### config.mk
export PLATFORM = sky130hd
export DESIGN_NAME = mtx_encoder
export DESIGN_NICKNAME = d
export VERILOG_FILES = /design/src/rtl/mtx_pkg.sv /design/src/rtl/mtx_clkdiv.sv /design/src/rtl/mtx_hold_timer.sv /design/src/rtl/mtx_encoder.sv
export SDC_FILE = /design/constraint.sdc
export NUM_CORES = 1
export LEC_CHECK = 0
export BUFFER_PORTS_ARGS = -buffer_cell sky130_fd_sc_hd__buf_2
export CAP_MARGIN = 0
export CORE_AREA = 2 2 39 41
export DETAILED_ROUTE_END_ITERATION = 10
export DIE_AREA = 0 0 41 43
export GPL_ROUTABILITY_DRIVEN = 0
export PLACE_DENSITY = 0.49
export SYNTH_ARGS = -nofsm -noshare
export SYNTH_HDL_FRONTEND = slang
export SYNTH_SLANG_ARGS = --single-unit
### constraint.sdc
create_clock -name clk_ref -period 2.6 [get_ports clk_ref]
set_clock_uncertainty 0.2 [all_clocks]
set_input_delay 0 -clock clk_ref [delete_from_list [all_inputs] [get_ports clk_ref]]
set_output_delay 0 -clock clk_ref [all_outputs]
set_load 0.01 [all_outputs]
### src/rtl/mtx_pkg.sv
package mtx_pkg;
    typedef enum logic [1:0] {
        TS_IDLE = 2'd0,
        TS_SEND = 2'd1,
        TS_HOLD = 2'd2
    } tx_state_e;
endpackage

### src/rtl/mtx_clkdiv.sv
module mtx_clkdiv (
    input  logic clk,
    input  logic rst_n,
    output logic div_clk,
    output logic cap_stb
);
    logic ph_q;

    always_ff @(posedge clk) begin
        if (!rst_n) ph_q <= 1'b0;
        else        ph_q <= ~ph_q;
    end

    // the edge where ph_q is low is the one that raises div_clk
    assign div_clk = ph_q;
    assign cap_stb = ~ph_q;
endmodule

### src/rtl/mtx_hold_timer.sv
module mtx_hold_timer #(
    parameter int HOLD_CYC = 3
) (
    input  logic clk,
    input  logic rst_n,
    input  logic start,
    input  logic run,
    output logic done
);
    localparam int CW = (HOLD_CYC > 1) ? $clog2(HOLD_CYC) : 1;
    localparam logic [CW-1:0] LAST = CW'(HOLD_CYC - 1);

    logic [CW-1:0] cnt_q;

    always_ff @(posedge clk) begin
        if (!rst_n)                cnt_q <= '0;
        else if (start)            cnt_q <= '0;
        else if (run && !done)     cnt_q <= cnt_q + 1'b1;
    end

    assign done = (cnt_q == LAST);
endmodule

### src/rtl/mtx_encoder.sv
module mtx_encoder #(
    parameter int HOLD_CYC = 3
) (
    input  logic clk_ref,
    input  logic rst_n,
    input  logic tx_en,
    input  logic tx_nrz,
    input  logic idle_equal,
    output logic tx_clk,
    output logic line_p,
    output logic line_n
);
    import mtx_pkg::*;

    tx_state_e st_q, st_d;
    logic      cap_stb;
    logic      bit_q;
    logic      tail_done;
    logic      tail_start;

    mtx_clkdiv u_div (
        .clk     (clk_ref),
        .rst_n   (rst_n),
        .div_clk (tx_clk),
        .cap_stb (cap_stb)
    );

    assign tail_start = (st_q == TS_SEND) && cap_stb && !tx_en;

    mtx_hold_timer #(.HOLD_CYC(HOLD_CYC)) u_tail (
        .clk   (clk_ref),
        .rst_n (rst_n),
        .start (tail_start),
        .run   (st_q == TS_HOLD),
        .done  (tail_done)
    );

    // next-state selection
    always_comb begin
        st_d = st_q;
        unique case (st_q)
            TS_IDLE: if (cap_stb && tx_en) st_d = TS_SEND;
            TS_SEND: if (cap_stb && !tx_en) st_d = TS_HOLD;
            TS_HOLD: begin
                if (cap_stb && tx_en) st_d = TS_SEND;
                else if (tail_done)   st_d = TS_IDLE;
            end
            default: st_d = TS_IDLE;
        endcase
    end

    // state register and captured cell bit
    always_ff @(posedge clk_ref) begin
        if (!rst_n) begin
            st_q  <= TS_IDLE;
            bit_q <= 1'b0;
        end else begin
            st_q <= st_d;
            if (cap_stb && tx_en) bit_q <= tx_nrz;
        end
    end

    // line outputs: tx_clk high marks the first half of a cell
    always_comb begin
        unique case (st_q)
            TS_SEND: begin
                line_p = tx_clk ? ~bit_q : bit_q;
                line_n = ~line_p;
            end
            TS_HOLD: begin
                line_p = 1'b1;
                line_n = 1'b0;
            end
            default: begin
                line_p = ~idle_equal;
                line_n = 1'b0;
            end
        endcase
    end
endmodule

==> out/metrics.cfg <==
[outcome]
status=completed

[floorplanning]
placeableCoreArea_um2=1384
initial_core_util_pct=31.01
die_h_um=43
die-area_um2=1763
die_w_um=41
io_pins=8
rows=14

[sta]
fmax_mhz=454.0
slew_viol_final=0
fin_setup_tns_ns=0
tightest_slew_ns=0.2529
min_period_ns=2.203
finalCritPeriodShare_pct=84.73
final_hold_viol_count=0
setup_viol=0
maxSlewHeadroom_pct=83.08
rsz0062_at_grt=no
hold_ws_ns=0.05522

[placement]
place_area_um2=484.2
numPortBuffers=7
hpwl_um=581.1

[setup_path]
required_ns=2.53
crit_arrival_ns=2.13
rr_worst_depth=5
path_max_fanout=5
setup.worst_path.class=flop to flop
cp-start-kind=flop
r2r_setup_slack_ns=0.40
worstReg2RegStart=u_div.div_clk
reg2reg_to=bit_q
end_kind=flop

[cells_and_area]
antenna_cells=0
drive_gt1_share_pct=25.81
fin_area_um2=556.8
area_growth_pct=29.74
nNetsFinal=76

[synthesis]
yosysMostFrequentCell=ha_1
postSynthCellCount=47
async_flop_share_pct=0
synth_enable_flop_cells=0
yosys.area.top_type=dfxtp_1
synth.cell_area_um2=429.2
syn_nets=59
ys_seq_area_share_pct=27.99
synthTopCellsByCount=ha_1 (7), dfxtp_1 (6), inv_1 (5), nor2_1 (5), nand2_1 (4)
synth_area_leaders=dfxtp_1 (28%), ha_1 (20%), mux2i_1 (7.0%)
netlist.area_leader.share_pct=27.99
synth_cell_type_count=20
ys_ff_latch=6
yosys_warnings=0
synth_flop_cell=dfxtp_1
post_synth.cell_area_avg_um2=9.131

[clocking]
htree_levels=1
cts_buffers=3
clockBufferDepth=2
clkTransAtPathRegs_ns=0.05
cts_sinks=6
clock_latency_ns=0.24
cts-root-buf=clkbuf_4
cts_tree=done
cts-resized-gates=0

[drt]
drt_wl_total_um=799
viasPerCell=4.462
route.detailed.drc=0
drtIter0Drc=2
route.detailed.wl_per_inst_um=10.24
postRouteAntennaNets=0
vias=348
first_pass_iters=4

[global_route]
grtUsageTotal_pct=11.88
antenna_found_initial=0
grt_pass1_wl_um=1345
grt-ovfl-total=0
grt_pass1_vias=333
grt_max_degree=8

[hold_path]
hp-class=input port to output pin
worstHoldStart=idle_equal
hold_path_depth=3
holdPathEnd=line_p

[power_and_ir_drop]
pwr_density_cell_nw_per_um2=645.4
p_leak_nw=0.2519
power_mw=0.3593
ir_drop_uv=245.5

[job]
drv_cap=0

[through the flow]
stage	std cells	worst slack, ns	utilization [%]
floorplan	47	1.159	-
global placement	70	1.017	34.99
detailed placement	70	1.022	34.99
CTS	78	0.4224	40.24
global route	78	0.2967	40.24
finish	78	0.3971	40.24
[flip-flops by register name, summed over array words and instances (netlist names)]
signal	count
st_q	2
bit_q	1
u_div.div_clk	1
u_tail.cnt_q	2
[area by class of cell]
| cell class | instances | area, um2 |
|---|---|---|
| inverter | 5 | 18.77 |
| clock buffer | 3 | 22.52 |
| fill | 139 | 827.0 |
| multi-input combinational | 36 | 290.3 |
| tap | 16 | 20.02 |
| sequential | 6 | 120.1 |
| timing repair buffer | 12 | 85.08 |
[routing by layer]
metal	track usage (%)	vias to the layer above	wire (um)
li1	-	185	-
met1	16.56	154	421
met4	10.00	0	9
met3	3.141	2	21
met5	0	-	0
met2	14.37	7	346
[worst max-delay path by stage]
stage               slack (ns)  cells after the start  endpoint     startpoint
CTS                       0.42                      5     bit_q  u_div.div_clk
detailed placement        1.02                      6   st_q[0]        st_q[0]
floorplan                 1.16                      6   st_q[0]        st_q[0]
finish                    0.40                      5     bit_q  u_div.div_clk
global route              0.30                      5     bit_q  u_div.div_clk
global placement          1.02                      6   st_q[0]        st_q[0]
[layout by cell type, fill, tap and decap left out]
cell           netlist  final
dlygate4sd3_1        0      5
nor2_1               5      5
mux2i_1              3      3
dfxtp_1              6      6
a211oi_2             1      1
xor2_1               1      1
a22oi_2              1      1
o21ai_2              1      1
xnor2_1              1      1
inv_1                5      5
o22ai_1              1      1
nor2b_4              1      1
ha_1                 7      7
and2b_1              2      2
clkbuf_4             0      3
nor2b_1              2      2
a21oi_1              2      2
nor2_2               1      1
nand2_1              4      4
nand2b_4             1      1
nand3_1              1      1
buf_2                0      7
o21ai_0              1      1
[timing repair]
item                      in CTS  in global routing
hold buffers                   5                  0
buffers inserted               0                  0
hold endpoints to repair       6                  0
[report_power, final]
group | total [mW] | internal, mW | switching [mW] | leakage [nW]
combinational | 0.153 | 0.0728 | 0.0802 | 0.189
sequential | 0.119 | 0.104 | 0.0143 | 0.0491
clock | 0.0878 | 0.0524 | 0.0355 | 0.0138
[cell families (layout without fill, tap and decap cells)]
group,after synthesis,in the layout,synth area share (%)
AND/OR/NAND/NOR,17,17,23.32
adder cells (fa/ha/maj),7,7,20.41
AO/OA/AOI/OAI,7,7,12.83
flip-flops,6,6,27.99
buffers and inverters,5,20,4.374
multiplexers,3,3,6.997
XOR/XNOR,2,2,4.082
[critical path, stage by stage, from the launching register on]
cell and delay [ns]:
dfxtp_1 0.38, nand2b_4 0.18, mux2i_1 0.17, dlygate4sd3_1 0.56, nor2b_1 0.05, dlygate4sd3_1 0.56
Power figures use the tool's default switching activity.
